### src/rtl/xbp_pkg.sv
package xbp_pkg;
  typedef enum logic [1:0] {
    ST_IDLE  = 2'd0,
    ST_ERASE = 2'd1,
    ST_ALLOC = 2'd2
  } seq_state_t;
endpackage

### src/rtl/xbp_src_decode.sv
// Splits a source index into a section (wordline) and a bit within the
// section bus, and range-checks source and slot.
module xbp_src_decode #(
  parameter int NUM_IN    = 128,
  parameter int BUS_W     = 16,
  parameter int NUM_SLOTS = 6,
  parameter int SRC_W     = $clog2(NUM_IN) + 1,
  parameter int SLOT_W    = $clog2(NUM_SLOTS)
) (
  input  logic [SRC_W-1:0]         src,
  input  logic [SLOT_W-1:0]        slot,
  input  logic                     unused,
  output logic [NUM_IN/BUS_W-1:0]  sec_oh,
  output logic [BUS_W-1:0]         bit_oh,
  output logic                     req_ok
);
  localparam int NUM_SEC = NUM_IN / BUS_W;
  localparam int BIT_W   = $clog2(BUS_W);
  localparam int SEC_W   = $clog2(NUM_SEC);
  localparam int SEC_HI  = BIT_W + SEC_W - 1;

  logic src_ok, slot_ok;

  for (genvar g = 0; g < NUM_SEC; g++) begin : g_sec
    assign sec_oh[g] = (src[SEC_HI:BIT_W] == SEC_W'(g));
  end

  for (genvar b = 0; b < BUS_W; b++) begin : g_bit
    assign bit_oh[b] = (src[BIT_W-1:0] == BIT_W'(b));
  end

  always_comb begin
    src_ok  = (int'(src) < NUM_IN);
    slot_ok = (int'(slot) < NUM_SLOTS);
    req_ok  = slot_ok && (unused || src_ok);
  end
endmodule

### src/rtl/xbp_col_decode.sv
// Channel index to one-hot column enable.
module xbp_col_decode #(
  parameter int NUM_OUT = 16,
  parameter int CH_W    = $clog2(NUM_OUT)
) (
  input  logic [CH_W-1:0]    chan,
  output logic [NUM_OUT-1:0] col_oh
);
  for (genvar c = 0; c < NUM_OUT; c++) begin : g_col
    assign col_oh[c] = (chan == CH_W'(c));
  end
endmodule

### src/rtl/xbp_seq.sv
// Erase-then-allocate sequencer with registered array-side outputs.
module xbp_seq
  import xbp_pkg::*;
#(
  parameter int NUM_SEC = 8,
  parameter int BUS_W   = 16,
  parameter int NUM_OUT = 16,
  parameter int SLOT_W  = 3
) (
  input  logic               clk,
  input  logic               rst,
  input  logic               req_valid,
  input  logic               req_unused,
  input  logic               req_ok,
  input  logic [NUM_SEC-1:0] sec_oh,
  input  logic [BUS_W-1:0]   bit_oh,
  input  logic [NUM_OUT-1:0] col_oh,
  input  logic [SLOT_W-1:0]  slot_in,
  output logic               req_ready,
  output logic               prog_active,
  output logic [NUM_OUT-1:0] prog_col,
  output logic [NUM_SEC-1:0] prog_wl,
  output logic [BUS_W-1:0]   prog_bus,
  output logic [SLOT_W-1:0]  prog_slot,
  output logic               done,
  output logic               err
);
  seq_state_t         state;
  logic [NUM_SEC-1:0] hold_sec;
  logic [BUS_W-1:0]   hold_bit;
  logic               hold_unused;

  assign req_ready = (state == ST_IDLE);

  always_ff @(posedge clk) begin
    if (rst) begin
      state       <= ST_IDLE;
      hold_sec    <= '0;
      hold_bit    <= '0;
      hold_unused <= 1'b0;
      prog_active <= 1'b0;
      prog_col    <= '0;
      prog_wl     <= '0;
      prog_bus    <= '0;
      prog_slot   <= '0;
      done        <= 1'b0;
      err         <= 1'b0;
    end else begin
      done <= 1'b0;
      err  <= 1'b0;
      unique case (state)
        ST_IDLE: begin
          if (req_valid) begin
            if (!req_ok) begin
              err <= 1'b1;
            end else begin
              state       <= ST_ERASE;
              hold_sec    <= sec_oh;
              hold_bit    <= bit_oh;
              hold_unused <= req_unused;
              prog_active <= 1'b1;
              prog_col    <= col_oh;
              prog_wl     <= '1;
              prog_bus    <= '0;
              prog_slot   <= slot_in;
            end
          end
        end
        ST_ERASE: begin
          if (hold_unused) begin
            state       <= ST_IDLE;
            prog_active <= 1'b0;
            prog_col    <= '0;
            prog_wl     <= '0;
            prog_bus    <= '0;
            prog_slot   <= '0;
            done        <= 1'b1;
          end else begin
            state    <= ST_ALLOC;
            prog_wl  <= hold_sec;
            prog_bus <= hold_bit;
          end
        end
        ST_ALLOC: begin
          state       <= ST_IDLE;
          prog_active <= 1'b0;
          prog_col    <= '0;
          prog_wl     <= '0;
          prog_bus    <= '0;
          prog_slot   <= '0;
          done        <= 1'b1;
        end
        default: state <= ST_IDLE;
      endcase
    end
  end


  erase_bus_zero_chk: assert property (@(posedge clk) disable iff (rst)
    (prog_active && prog_wl == '1) |-> (prog_bus == '0));


  alloc_onehot_chk: assert property (@(posedge clk) disable iff (rst)
    (prog_active && prog_bus != '0) |-> ($onehot(prog_wl) && $onehot(prog_bus)));


  alloc_after_erase_chk: assert property (@(posedge clk) disable iff (rst)
    (prog_active && prog_bus != '0) |-> $past(prog_active && prog_bus == '0 && prog_wl == '1));


  col_idle_chk: assert property (@(posedge clk) disable iff (rst)
    !prog_active |-> (prog_col == '0 && prog_wl == '0));


  col_onehot_chk: assert property (@(posedge clk) disable iff (rst)
    prog_active |-> $onehot(prog_col));


  done_after_prog_chk: assert property (@(posedge clk) disable iff (rst)
    done |-> ($past(prog_active) && !prog_active && req_ready));


  slot_stable_chk: assert property (@(posedge clk) disable iff (rst)
    (prog_active && $past(prog_active)) |-> $stable(prog_slot));


  err_quiet_chk: assert property (@(posedge clk) disable iff (rst)
    err |-> (!prog_active && prog_wl == '0 && !done && req_ready));
endmodule

### src/rtl/xbar_prog_seq.sv
module xbar_prog_seq #(
  parameter int NUM_IN    = 128,
  parameter int BUS_W     = 16,
  parameter int NUM_OUT   = 16,
  parameter int NUM_SLOTS = 6,
  localparam int NUM_SEC  = NUM_IN / BUS_W,
  localparam int SRC_W    = $clog2(NUM_IN) + 1,
  localparam int CH_W     = $clog2(NUM_OUT),
  localparam int SLOT_W   = $clog2(NUM_SLOTS)
) (
  input  logic               clk,
  input  logic               rst,
  input  logic               req_valid,
  output logic               req_ready,
  input  logic [CH_W-1:0]    req_chan,
  input  logic [SRC_W-1:0]   req_src,
  input  logic [SLOT_W-1:0]  req_slot,
  input  logic               req_unused,
  output logic               prog_active,
  output logic [NUM_OUT-1:0] prog_col,
  output logic [NUM_SEC-1:0] prog_wl,
  output logic [BUS_W-1:0]   prog_bus,
  output logic [SLOT_W-1:0]  prog_slot,
  output logic               done,
  output logic               err
);
  logic [NUM_SEC-1:0] sec_oh;
  logic [BUS_W-1:0]   bit_oh;
  logic [NUM_OUT-1:0] col_oh;
  logic               req_ok;

  xbp_src_decode #(
    .NUM_IN(NUM_IN), .BUS_W(BUS_W), .NUM_SLOTS(NUM_SLOTS),
    .SRC_W(SRC_W), .SLOT_W(SLOT_W)
  ) u_src_dec (
    .src(req_src), .slot(req_slot), .unused(req_unused),
    .sec_oh(sec_oh), .bit_oh(bit_oh), .req_ok(req_ok)
  );

  xbp_col_decode #(.NUM_OUT(NUM_OUT), .CH_W(CH_W)) u_col_dec (
    .chan(req_chan), .col_oh(col_oh)
  );

  xbp_seq #(
    .NUM_SEC(NUM_SEC), .BUS_W(BUS_W), .NUM_OUT(NUM_OUT), .SLOT_W(SLOT_W)
  ) u_seq (
    .clk(clk), .rst(rst), .req_valid(req_valid), .req_unused(req_unused),
    .req_ok(req_ok), .sec_oh(sec_oh), .bit_oh(bit_oh), .col_oh(col_oh),
    .slot_in(req_slot), .req_ready(req_ready), .prog_active(prog_active),
    .prog_col(prog_col), .prog_wl(prog_wl), .prog_bus(prog_bus),
    .prog_slot(prog_slot), .done(done), .err(err)
  );


  accept_erase_chk: assert property (@(posedge clk) disable iff (rst)
    (req_valid && req_ready && req_ok) |=> (prog_active && prog_wl == '1 && prog_bus == '0));


  busy_not_ready_chk: assert property (@(posedge clk) disable iff (rst)
    prog_active |-> !req_ready);


  refuse_err_chk: assert property (@(posedge clk) disable iff (rst)
    (req_valid && req_ready && !req_ok) |=> (err && !prog_active));
endmodule

### config.mk
export PLATFORM = sky130hd
export DESIGN_NAME = xbar_prog_seq
export DESIGN_NICKNAME = d
export VERILOG_FILES = /design/src/rtl/xbp_pkg.sv /design/src/rtl/xbp_src_decode.sv /design/src/rtl/xbp_col_decode.sv /design/src/rtl/xbp_seq.sv /design/src/rtl/xbar_prog_seq.sv
export SDC_FILE = /design/constraint.sdc
export NUM_CORES = 1
export LEC_CHECK = 0
export BUFFER_PORTS_ARGS = -buffer_cell sky130_fd_sc_hd__buf_4
export CAP_MARGIN = 40
export CORE_ASPECT_RATIO = 1.5
export CORE_MARGIN = 2
export CORE_UTILIZATION = 45
export DETAILED_ROUTE_END_ITERATION = 6
export PLACE_DENSITY = 0.7
export SYNTH_ARGS = -nofsm -noshare
export SYNTH_HDL_FRONTEND = slang
export SYNTH_SLANG_ARGS = --single-unit
### constraint.sdc
create_clock -name clk -period 2.6 [get_ports clk]
set_input_delay 0.13 -clock clk [delete_from_list [all_inputs] [get_ports clk]]
set_output_delay 0.13 -clock clk [all_outputs]
set_load 0.05 [all_outputs]
Word level (Yosys, flattened, before mapping)
Cells that the tools add are included.
- register bits: 73
- bits of input ports: 19
- output and inout bits: 47
- bitwise gates (word level): 2
- muxes and demuxes: 27
- eq/ne operators: 42
- order comparisons: 2
- reduce and logical (&&, ||, !) cells: 12
- operator list (operator ; count):
    $mux W16 ; 6
    $pmux W16 S3 ; 2
    $eq A4 B4 Y1 const B ; 16
    $eq A4 B3 Y1 const B ; 8
    $mux W8 ; 3
    $pmux W8 S3 ; 1
    $eq A4 B2 Y1 const B ; 4
    $eq A3 B3 Y1 const B ; 4
    $mux W3 ; 3
    $pmux W3 S3 ; 1
    $eq A4 B1 Y1 const B ; 2
    $logic_not A4 Y1 ; 2
    $lt A8 B8 Y1 const B ; 1
    $eq A3 B2 Y1 const B ; 2
    $mux W2 ; 3
    $reduce_and A3 Y1 ; 2
    $mux W1 ; 5
    $ne A2 B1 Y1 const B ; 2
    $pmux W2 S2 ; 1
    $reduce_and A4 Y1 ; 1
    $eq A3 B1 Y1 const B ; 1
    $logic_not A3 Y1 ; 1
    $lt A3 B3 Y1 const B ; 1
    $pmux W1 S3 ; 1
    11 further kinds ; 12

Depth between registers and ports, before layout
Gate-level depths: netlist of run 1.
- depth after elaboration: 6
- mapped depth: 9
- depth with buffers taken out: 6

Modules after synthesis
From an unflattened synthesis of run 1, not the netlist that was laid out.
- cell total of the unflattened synthesis: 404
- area total of the unflattened synthesis: 3443.3 µm²
- modules (own cells, without submodules) (module ; area an instance (µm²) ; instances ; cells each):
    xbp_seq ; 3016.6 ; 1 ; 351
    xbp_col_decode ; 226.5 ; 1 ; 20
    xbp_src_decode ; 200.2 ; 1 ; 33

Worst setup path after synthesis of run 1
Ideal clock, no wire load.
- path kind: reg-to-reg
- start point: reg u_seq.state[0]
- end point: reg u_seq.hold_bit[3]
- slack: 0.589 ns
- arrival: 1.941 ns
- data required time: 2.530 ns
- clock period less this slack: 2.011 ns
- path buffers: 1
- library setup time: 0.070 ns
- cell stages (with the launch flop): 7
- cells stage by stage: dfxtp_1 -> inv_1 -> ha_1 -> nand4_4 -> buf_6 -> or4_1 -> a21oi_1
- cells in the longest elaborated chain, start to end: 2
- ends and longest elaborated chain (item ; RTL line ; text):
    from (decl) ; xbp_seq.sv:28 ; seq_state_t state;
    from (signal assigned) ; xbp_seq.sv:37 ; state <= ST_IDLE;
    from (signal assigned) ; xbp_seq.sv:57 ; state <= ST_ERASE;
    from (signal assigned) ; xbp_seq.sv:71 ; state <= ST_IDLE;
    $logic_not A2 Y1 ; - ;
    net req_ready ; xbar_prog_seq.sv:14 ; output logic req_ready,
    $reduce_and A3 Y1 (no line) ; - ;
    to (signal assigned) ; xbp_seq.sv:59 ; hold_bit <= bit_oh;
    to (decl) ; xbp_seq.sv:30 ; logic [BUS_W-1:0] hold_bit;
The timed path passes the listed nets, and every way through them passes these cells.
A chain may end at the register's enable or synchronous reset.

Worst setup path in the final report of run 1
- start point: reg u_seq.state[1]
- end point: reg u_seq.hold_sec[1]
- cells in the longest elaborated chain, start to end: 2
- ends and longest elaborated chain (item ; RTL line ; text):
    $logic_not A2 Y1 ; xbp_seq.sv:51 ; unique case (state)
    $reduce_and A3 Y1 (no line) ; - ;
    to (signal assigned) ; xbp_seq.sv:58 ; hold_sec <= sec_oh;
    to (decl) ; xbp_seq.sv:29 ; logic [NUM_SEC-1:0] hold_sec;
Every way passes these cells.

==> results of run 1 <==
## kinds of logic after synthesis
kind of cell	count (synthesis)
AOI/OAI and AO/OA	62
adders and majority gates	5
buffers and inverters	27
DFF	73
muxes	22
and+or+nand+nor	158
## flip-flops by register name (all words and copies together), names as in the netlist
register	count
u_seq.prog_col	16
u_seq.prog_bus	16
u_seq.err	1
u_seq.hold_bit	16
u_seq.hold_unused	1
u_seq.prog_active	1
u_seq.prog_wl	8
u_seq.state	2
u_seq.prog_slot	3
u_seq.hold_sec	8
u_seq.done	1
## worst max-delay path: stages, from the launching register on
cell,delay [ns]
dfxtp_1,0.33
inv_1,0.12
ha_1,0.37
nand4_4,0.37
or4b_1,0.60
a21oi_1,0.15
## metrics by stage
step	area, µm²	setup WS, ns	hold slack [ns]	power, mW	std cells
6_report	3820	0.585	0.0434	3.20	486
3_5_place_dp	3620	0.581	0.408	2.36	471
4_1_cts	3820	0.566	0.0332	3.24	486
5_1_grt	3820	0.384	0.0366	3.38	486
2_1_floorplan	3080	0.589	0.265	2.05	347
3_3_place_gp	3620	0.679	0.393	2.34	471
## cells in the final DEF, fill, tap and decap left out, types with 2 or more instances in the layout
cell type | Yosys | final
dfxtp_1 | 73 | 73
buf_4 | 2 | 70
nand2_1 | 45 | 45
nand2b_1 | 39 | 39
a21oi_1 | 34 | 34
nand3_1 | 22 | 22
mux2i_1 | 20 | 20
o21ai_0 | 16 | 16
nor2_1 | 15 | 15
clkbuf_8 | 0 | 11
a211oi_1 | 10 | 9
or3_1 | 9 | 9
or4_1 | 6 | 6
nor2b_1 | 5 | 5
ha_1 | 5 | 5
inv_1 | 4 | 4
nand4b_1 | 3 | 3
or4b_1 | 2 | 2
nor4b_1 | 2 | 2
nor4_1 | 2 | 2
clkinv_2 | 0 | 2
## final cells by class
cell class	count	area, µm²	area share (%)
multi-input combinational	247	1510	39.4
sequential	73	1460	38.3
timing repair buffer	71	546	14.3
clock buffer	12	155	4.06
tap	76	95.1	2.49
clock inverter	3	40.0	1.05
inverter	4	15.0	0.393
## metal layers
metal | up-vias | track usage [%] | wire (µm)
met5 | - | 0 | 0
met4 | 0 | 11.1 | 187
met3 | 12 | 3.25 | 274
met2 | 55 | 30.6 | 3270
met1 | 1159 | 23.5 | 2930
li1 | 1313 | - | -
## power breakdown
group	switching [mW]	leakage, nW	internal (mW)
Clock	0.396	0.102	0.488
Sequential	0.0512	0.592	1.21
Combinational	0.700	0.801	0.362
## worst paths after layout
check / start / depth (start not counted) / end / slack [ns]
min: req_slot[0] / 3 / u_seq.prog_slot[0]$_SDFFE_PP0P_ / 0.04
max: u_seq.state[1]$_SDFFE_PP0P_ / 5 / u_seq.hold_sec[1]$_SDFFE_PP0P_ / 0.58
min reg2reg: u_seq.hold_bit[4]$_SDFFE_PP0P_ / 2 / u_seq.hold_bit[4]$_SDFFE_PP0P_ / 0.45
max reg2reg: u_seq.state[1]$_SDFFE_PP0P_ / 5 / u_seq.hold_sec[1]$_SDFFE_PP0P_ / 0.58
==> results.md, run 1 <==
- Status: finished clean
- Sequential element share of the synthesized area: 47.4%
- Critical Path AT: 2.28 ns
- Vias in the first global route: 2349
- Pre-antenna DRT Iters: 4
- Iteration-0 DRC Markers: 102
- Mux contribution to synthesized area: 7.23%
- Crit Path Max Fanout: 31
- Detailed-route wire length per cell: roughly 14 µm
- Clk_lat worst skew: 0.34 ns
- Starting density of the core: ~47%
- Synth Area in Simple Gates: between 20 and 30%
- Nets: 430
- IO Count: between 60 and 70
- Power Density: 839 nW/µm²
- Compound-cell area share of the yosys netlist: 11.1%
- Number of enable flip-flop cells after synthesis: 0
- Clk sinks: 73
- Root Buffer Master: clkbuf_8
- Final HPWL DP: 4650 µm
- Sum Neg Setup Slack: 0 ns
- CP endpoint kind: register
- Area share of fa/ha/maj cells after synthesis: 2.03%
- Initial antenna violation count: 0
- Via/cell ratio: ~5.2
- CTS Buf Count: 9
- H-tree depth: 3
- Remaining antenna violation count: 0
- CORE AREA: 6580 µm²
- Crit path kind: reg -> reg
- Gr usage total: 19.0%
- Synth Area in XOR/XNOR: 0%
- Worst Skew: 0.00714 ns
- Top_reg_cell synth: dfxtp_1
- Syn Area/Cell: a little under 9 µm²
- Post-synth top area cell: dfxtp_1
- GPL Wtd Cong: 0.825
- Synth area leaders: dfxtp_1 47%, nand2b_1 7.9%, mux2i_1 6.5%
- Wirelength, routed: between 6000 and 7000 µm
- Maximum clock insertion buffer count: 2
- Final Hold Viols: 0
- PortBufs: 65
- Postcts setup bufs: 0
- Asr flop ratio synth: 0%
- Share of cells above drive strength 1: between 20% and 30%
- Fmax: 496 MHz
- Syn Nets: 371
- Pleak: 1.50 nW
- RSZ-0062 raised after global routing: no
- MaxCap Viol Count: 0
- Cell Rows: 36
- Filler Cell Count: approximately 600
- Peak supply drop: between 300 and 400 µV
- First-pass GRT wire length: 11300 µm
- Die height: 105 µm
- Yosys warnings: 0
- Largest family of logic cells by synthesized area: simple AND/OR/NAND/NOR gates
- Diode count: 0
- Final setup fails: 0
- Unique masters post-synth: 35
- Fin util: 58.0%
- Max-slew violations: 0
- Synth top cells by count: 73 x dfxtp_1, 45 x nand2_1, 39 x nand2b_1
- DR DRC count: 0
- Post-Syn Area: 3080 µm²
- Gr ovfl total: 0
- CTS tree: done
- Gate Count Post-Synth: 347
- Largest net degree at the start of global routing: 79
- Crit share post-route: between 70% and 80%
- Critical Path RT: roughly 2.9 ns
- Area grow syn2layout: 23.9%
- Die Wd: 71.6 µm
- Worst-path clk slew: 0.07 ns
- Post-CTS resize count: 0
- Post-CTS Hold Fix Bufs: 0
- Actual slew at the worst max-slew pin: 0.702 ns
- Period minus WS final: 2.02 ns
- Nature of the critical path startpoint: register
- Count leader, synth: dfxtp_1
- Synth top area share: 47.4%
- Worst Hold Class: in -> reg
- Die Footprint: 7540 µm²
- Via count: 2539
- Relative slew margins: 52.5%
- Yosys reg bits: between 70 and 80
Power figures use the tool's default switching activity.
==> run 2, diff against run 1 <==
--- a/config.mk
+++ b/config.mk
@@ -11,7 +11,7 @@
 export CORE_MARGIN = 2
 export CORE_UTILIZATION = 45
 export DETAILED_ROUTE_END_ITERATION = 6
-export PLACE_DENSITY = 0.7
+export PLACE_DENSITY = 0.73
 export SYNTH_ARGS = -nofsm -noshare
 export SYNTH_HDL_FRONTEND = slang
 export SYNTH_SLANG_ARGS = --single-unit
==> constraint.sdc (replaced) <==
create_clock -name clk -period 1.85 [get_ports clk]
set_input_delay 0.0925 -clock clk [delete_from_list [all_inputs] [get_ports clk]]
set_output_delay 0.0925 -clock clk [all_outputs]
set_load 0.05 [all_outputs]
==> run 2 against run 1 <==
Utilization grew 1.4 points. Clock power grew 20%. Non-clock buffer count grew 10. First-iteration DRC count shrank 17%. Global-route usage grew 0.48 points. Maximum frequency grew 19%. Largest cell class unchanged.
==> results.md, run 2 (synthesis gave the netlist of run 1 again) <==
- Detailed-route wire length per cell: 14.5 µm (+5.9%)
- Gr usage total: 19.5% (+0.48 points)
- PortBufs: 65 (unchanged)
- Diode count: 0 (unchanged)
- Maximum clock insertion buffer count: 2 (unchanged)
- CP peak stage delay: 0.37 ns (-0.23 ns)
- Worst Skew: 0.00884 ns (+0.00170 ns)
- Power Density: 1140 nW/µm² (+36%)
- Period minus WS final: 1.70 ns (-0.316 ns)
- End point of the critical path: u_seq.prog_col[6]$_SDFFE_PP0P_
- H-tree depth: 3 (unchanged)
- DR DRC count: 0 (unchanged)
- Area grow syn2layout: 26.8%
- CTS tree: done
- Final Hold Viols: 0 (unchanged)
- Met1 wire length: 3100 µm (+5.7%)
- Pre-antenna DRT Iters: 4 (unchanged)
- Status: finished clean
- Fmax: 588 MHz (+19%)
- Met3 Routed Length: 329 µm (+20%)
- Slowest library cell on the worst path: dfxtp_1
- Cell Rows: 36 (unchanged)
- Critical Path RT: 2.11 ns (-0.75 ns)
- Sum Neg Setup Slack: 0 ns (unchanged)
- Reg2reg end: u_seq.prog_col[6]$_SDFFE_PP0P_
- Root Buffer Master: clkbuf_8
- Met2 WL: 3660 µm (+12%)
- Worst Setup SP: u_seq.state[1]$_SDFFE_PP0P_
- Final setup fails: 0 (unchanged)
- Actual slew at the worst max-slew pin: 0.425 ns (-0.278 ns)
- Commonest non-fill, non-tap cell in the layout: buf_4
- CTS Buf Count: 9 (unchanged)
- Die Wd: 71.6 µm (unchanged)
- RSZ-0062 raised after global routing: no
- Via count: 2655 (+4.6%)
- MaxCap Viol Count: 0 (unchanged)
- Crit share post-route: 91.9% (+14 points)
- Die height: 105 µm (unchanged)
- Min-delay src: req_slot[1]
- Nature of the critical path startpoint: register
- Via/cell ratio: 5.34 (+2.3%)
- Peak supply drop: 750 µV (+100%)
- Final Total Pwr: 4.46 mW (+39%)
- Worst Hold Class: in -> reg
- Area of the multi-input gates: 1540 µm² (+2.1%)
- Remaining antenna violation count: 0 (unchanged)
- Initial antenna violation count: 0 (unchanged)
- Final HPWL DP: 4990 µm (+7.4%)
- Nets: 441 (+2.6%)
- CORE AREA: 6580 µm² (unchanged)
- Clk sinks: 73 (unchanged)
- Crit path kind: reg -> reg
- Relative slew margins: 71.7% (+19 points)
- Worst-path cell chain: inv_1, ha_1, nor2b_2, a211oi_4, buf_6, mux2i_2
- Share of cells above drive strength 1: 24.0% (+2.0 points)
- Clk_lat worst skew: 0.35 ns (about the same)
- FF-to-FF path depth: 6 (+1)
- CP endpoint kind: register
- IO Count: 66 (unchanged)
- Largest regs: u_seq.hold_bit: 16 flops, u_seq.prog_bus: 16 flops, u_seq.prog_col: 16 flops
- Gr ovfl total: 0 (unchanged)
- Filler Cell Count: 601 (-0.17%)
- Pleak: 1.53 nW (+2.3%)
- First-pass GRT wire length: 11600 µm (+3.3%)
- Largest net degree at the start of global routing: 49 (-38%)
- Critical Path AT: 1.96 ns (-0.32 ns)
- Flop-to-flop setup slack: 0.15 ns (-0.43 ns)
- Wirelength, routed: 7210 µm (+8.3%)
- Crit Path Max Fanout: 6 (-81%)
- Iteration-0 DRC Markers: 85 (-17%)
- Highest routing layer actually used: met4
- Most frequent cells in the layout: 75 x buf_4, 73 x dfxtp_1, 45 x nand2_1, 39 x nand2b_1, 34 x a21oi_1
- Starting density of the core: 46.8% (unchanged)
- Worst-path clk slew: 0.07 ns (about the same)
- GPL Wtd Cong: 0.815 (-1.2%)
- Die Footprint: 7540 µm² (unchanged)
- Vias in the first global route: 2463 (+4.9%)
- Seq. cell area: 1460 µm² (unchanged)
- Max-slew violations: 0 (unchanged)
- Worst reg2reg startpoint: u_seq.state[1]$_SDFFE_PP0P_
[run 2: worst max-delay path, delay by kind of cell, from the launching register on]
| family | cells | cell delay, ns |
|---|---|---|
| flip-flops | 1 | 0.37 |
| buffers and inverters | 2 | 0.32 |
| AO/OA/AOI/OAI | 1 | 0.30 |
| adder cells (fa/ha/maj) | 1 | 0.22 |
| multiplexers | 1 | 0.22 |
| AND/OR/NAND/NOR | 1 | 0.18 |
[run 2: how the worst min path moves through the flow]
stage / end / slack (ns) / cells after the start
6_report: u_seq.prog_slot[1]$_SDFFE_PP0P_ / 0.03 / 3
5_1_grt: u_seq.prog_slot[1]$_SDFFE_PP0P_ / 0.02 / 3
4_1_cts: u_seq.prog_slot[1]$_SDFFE_PP0P_ / 0.009 / 3
3_5_place_dp: u_seq.hold_unused$_SDFFE_PP0P_ / 0.37 / 3
3_3_place_gp: u_seq.hold_unused$_SDFFE_PP0P_ / 0.35 / 3
2_1_floorplan: u_seq.err$_SDFF_PP0_ / 0.23 / 2
[run 2: report_power, final]
group | internal, mW | switching, mW | total (mW)
clock network | 0.512 | 0.548 | 1.06
logic | 0.602 | 1.03 | 1.63
registers | 1.70 | 0.0716 | 1.77
[run 2: cell type report]
cell class | count | area share, %
clock buffers | 12 | 3.71
clock inverters | 3 | 0.448
inverters | 4 | 0.384
multi-input cells | 248 | 39.3
flip-flops and latches | 73 | 37.4
well taps | 76 | 2.43
repair buffers | 81 | 16.3
[run 2: layer usage]
layer | up-vias | global-route usage, %
li1 | 1339 | -
met1 | 1231 | 23.1
met2 | 73 | 32.3
met3 | 12 | 4.68
met4 | 0 | 9.70
met5 | - | 0
[run 2: timing repair]
action                                  in CTS  in global routing
gates resized for setup                      0                  6
endpoints found under the setup margin       0                 19
setup buffers                                0                  0
hold buffers                                 2                  0
endpoints found under the hold margin        2                  0
[run 2: metrics by stage]
stage	cell area (µm²)	hold WS (ns)	worst slack [ns]	utilization, %	instances
after global placement	3680	0.350	0.143	56.0	479
final	3910	0.0278	0.150	59.4	497
after CTS	3870	0.00856	0.0498	58.8	496
after global routing	3910	0.0206	0.00281	59.4	497
after detailed placement	3680	0.370	0.0739	56.0	479
after floorplan	3080	0.228	0.0350	-	347
==> run 3, diff against run 2 <==
--- a/config.mk
+++ b/config.mk
@@ -12,6 +12,7 @@
 export CORE_UTILIZATION = 45
 export DETAILED_ROUTE_END_ITERATION = 6
 export PLACE_DENSITY = 0.73
+export REMOVE_ABC_BUFFERS = 1
 export SYNTH_ARGS = -nofsm -noshare
 export SYNTH_HDL_FRONTEND = slang
 export SYNTH_SLANG_ARGS = --single-unit
==> run 3 against run 2 <==
Utilization is 1.6 points higher. Hold slack worse by 0.014 ns. Via count is 0.98% higher. Combinational power is 2% higher. Sequential power hardly changed. Maximum frequency is 1.1% lower. Wire length is 2.2% lower. Cell area is 2.6% higher. Critical endpoint is now u_seq.prog_wl[4]$_SDFFE_PP0P_. Highest routed layer unchanged.
==> results.md, run 3 (synthesis gave the netlist of run 1 again) <==
- Status: finished clean
- Final hold slack: 0.0135 ns (-0.0142 ns)
- CORE AREA: 6580 µm² (unchanged)
- Worst-path clk slew: 0.08 ns (about the same)
- Critical Path RT: 2.11 ns (about the same)
- Largest net degree at the start of global routing: 49 (unchanged)
- Fmax: 582 MHz (-1.1%)
- Final Hold Viols: 0 (unchanged)
- Peak supply drop: 709 µV (-5.5%)
- Area grow syn2layout: 30.2%
- GR Util met3: 4.11% (-0.57 points)
- Filler Cell Count: 610 (+1.5%)
- Hold EP: u_seq.prog_slot[2]$_SDFFE_PP0P_
- Worst reg2reg startpoint: u_seq.state[0]$_SDFFE_PP0P_
- FF-to-FF path depth: 7 (+1)
- CTS Buf Count: 9 (unchanged)
- Crit share post-route: 92.8% (+0.98 points)
- Gr ovfl total: 0 (unchanged)
- Nets: 442 (+0.23%)
- Placed cells: 480 (+0.21%)
- Detailed-route wire length per cell: 14.1 µm (-2.6%)
- DR DRC count: 0 (unchanged)
- Grt peak-use layer: met2
- IO Count: 66 (unchanged)
- Worst slack at placement: 0.100 ns (+0.0262 ns)
- Most frequent cells in the layout: 78 x buf_4, 73 x dfxtp_1, 45 x nand2_1, 39 x nand2b_1, 34 x a21oi_1
- Die Wd: 71.6 µm (unchanged)
- Initial antenna violation count: 0 (unchanged)
- Area of the multi-input gates: 1530 µm² (-0.65%)
- Postcts setup bufs: 0 (unchanged)
- Vias in the first global route: 2459 (-0.16%)
- Final HPWL DP: 4670 µm (-6.4%)
- DP Area: 3700 µm² (+0.48%)
- Slowest library cell on the worst path: dfxtp_1
- Max-slew violations: 0 (unchanged)
- Starting density of the core: 46.8% (unchanged)
- Share of cells above drive strength 1: 25.3% (+1.3 points)
- Final setup fails: 0 (unchanged)
- Seq. cell area: 1460 µm² (unchanged)
- Global Route met2 Usage: 30.5% (-1.8 points)
- Pleak: 1.58 nW (+3.1%)
- Flop-to-flop setup slack: 0.13 ns (-0.02 ns)
- Crit path kind: reg -> reg
- Min-delay src: req_slot[2]
- Nature of the critical path startpoint: register
- Final design area excluding fillers: 4010 µm² (+2.6%)
- Die Footprint: 7540 µm² (unchanged)
- First-pass GRT wire length: 10900 µm (-6.0%)
- Root Buffer Master: clkbuf_8
- Critical Path AT: 1.98 ns (+0.02 ns)
- Wirelength, routed: 7050 µm (-2.2%)
- Clk sinks: 73 (unchanged)
- Power Density: 1240 nW/µm² (+8.8%)
- Cell Rows: 36 (unchanged)
- Actual slew at the worst max-slew pin: 0.317 ns (-0.108 ns)
- Commonest non-fill, non-tap cell in the layout: buf_4
- MaxCap Viol Count: 0 (unchanged)
- Pre-antenna DRT Iters: 7 (+3)
- H-tree depth: 3 (unchanged)
- Largest regs: u_seq.hold_bit: 16 flops, u_seq.prog_bus: 16 flops, u_seq.prog_col: 16 flops
- RSZ-0062 raised after global routing: no
- Remaining antenna violation count: 0 (unchanged)
- Via/cell ratio: 5.37 (+0.57%)
- GPL Wtd Cong: 0.863 (+5.9%)
- PortBufs: 65 (unchanged)
- Maximum clock insertion buffer count: 2 (unchanged)
- Diode count: 0 (unchanged)
- Iteration-0 DRC Markers: 181 (+110%)
- Cells on Worst Hold Path: 3 (unchanged)
- Worst Skew: 0.00399 ns (-0.00486 ns)
- Met1 usage: 21.1% (-2.0 points)
- Worst-path cell chain: inv_1, ha_2, buf_4, nor2_1, a41o_2, clkbuf_16, a211oi_1
- Final worst slack: 0.132 ns (-0.0181 ns)
- Gr usage total: 18.1% (-1.4 points)
- Fin util: 61.0% (+1.6 points)
- CTS tree: done
- CP peak stage delay: 0.35 ns (-0.02 ns)
- CP endpoint kind: register
- Via count: 2681 (+0.98%)
- Reg2reg end: u_seq.prog_wl[4]$_SDFFE_PP0P_
- Period minus WS final: 1.72 ns (+0.0181 ns)
- Clk_lat worst skew: 0.34 ns (about the same)
- Crit Path Max Fanout: 24 (+18)
- Worst Hold Class: in -> reg
- Die height: 105 µm (unchanged)
- Relative slew margins: 78.9% (+7.2 points)
- Cell Count, Final, Fillers Out: 499 (+0.40%)
-- run 3: changes by cell type in the layout (fill, tap and decap cells not counted), sizes merged --
cell / delta
buf: +1
inv: +1
bufinv: +3
clkbuf: -1
dlygate4sd3: -1
clkinvlp: +1
clkinv: -2
-- run 3: worst max path at each step --
stage                                     start                              end  slack, ns  cells past startpoint
floorplan           u_seq.state[0]$_SDFFE_PP0P_   u_seq.prog_active$_SDFFE_PP0P_      -1.75                      4
CTS                 u_seq.state[0]$_SDFFE_PP0P_  u_seq.prog_col[15]$_SDFFE_PP0P_       0.10                      6
global route        u_seq.state[0]$_SDFFE_PP0P_    u_seq.prog_wl[3]$_SDFFE_PP0P_       0.01                      8
finish              u_seq.state[0]$_SDFFE_PP0P_    u_seq.prog_wl[4]$_SDFFE_PP0P_       0.13                      7
detailed placement  u_seq.state[0]$_SDFFE_PP0P_  u_seq.prog_col[15]$_SDFFE_PP0P_       0.10                      6
global placement    u_seq.state[0]$_SDFFE_PP0P_  u_seq.prog_col[15]$_SDFFE_PP0P_       0.17                      6
-- run 3: stage by stage --
stage / power, mW / setup TNS, ns
finish: 4.98 / 0
global route: 5.19 / 0
CTS: 4.92 / 0
detailed placement: 3.38 / 0
global placement: 3.35 / 0
floorplan: 2.82 / -46.09
-- run 3: critical path, delay by kind of cell, from the launching register on --
| family | cells | cell delay, ns |
|---|---|---|
| adder cells (fa/ha/maj) | 1 | 0.26 |
| buffers and inverters | 3 | 0.49 |
| AO/OA/AOI/OAI | 2 | 0.49 |
| AND/OR/NAND/NOR | 1 | 0.05 |
| flip-flops | 1 | 0.35 |
-- run 3: layout make-up --
type	instances	area share, %
clock buffers	10	3.43
flip-flops and latches	73	36.4
inverters	4	0.374
well taps	76	2.37
clock inverters	6	2.84
repair buffers	82	16.5
multi-input cells	248	38.1
-- run 3: metal layers --
metal | share of wire (%) | wire [µm] | vias to the layer above
li1 | - | - | 1335
met1 | 41 | 2870 | 1260
met2 | 52 | 3700 | 77
met3 | 5.2 | 364 | 9
met4 | 1.6 | 113 | 0
met5 | 0 | 0 | -
-- run 3: where the power goes --
group | total (mW) | switching [mW] | internal (mW)
Sequential | 1.76 | 0.0705 | 1.69
Combinational | 1.67 | 1.04 | 0.626
Clock | 1.55 | 0.610 | 0.937
Total | 4.98 | 1.72 | 3.26
-- run 3: repair_timing --
| item | 4_1_cts | 5_1_grt |
|---|---|---|
| hold buffers | 1 | 0 |
| endpoints found under the setup margin | 0 | 23 |
| endpoints found under the hold margin | 1 | 0 |
| resized for setup | 0 | 4 |
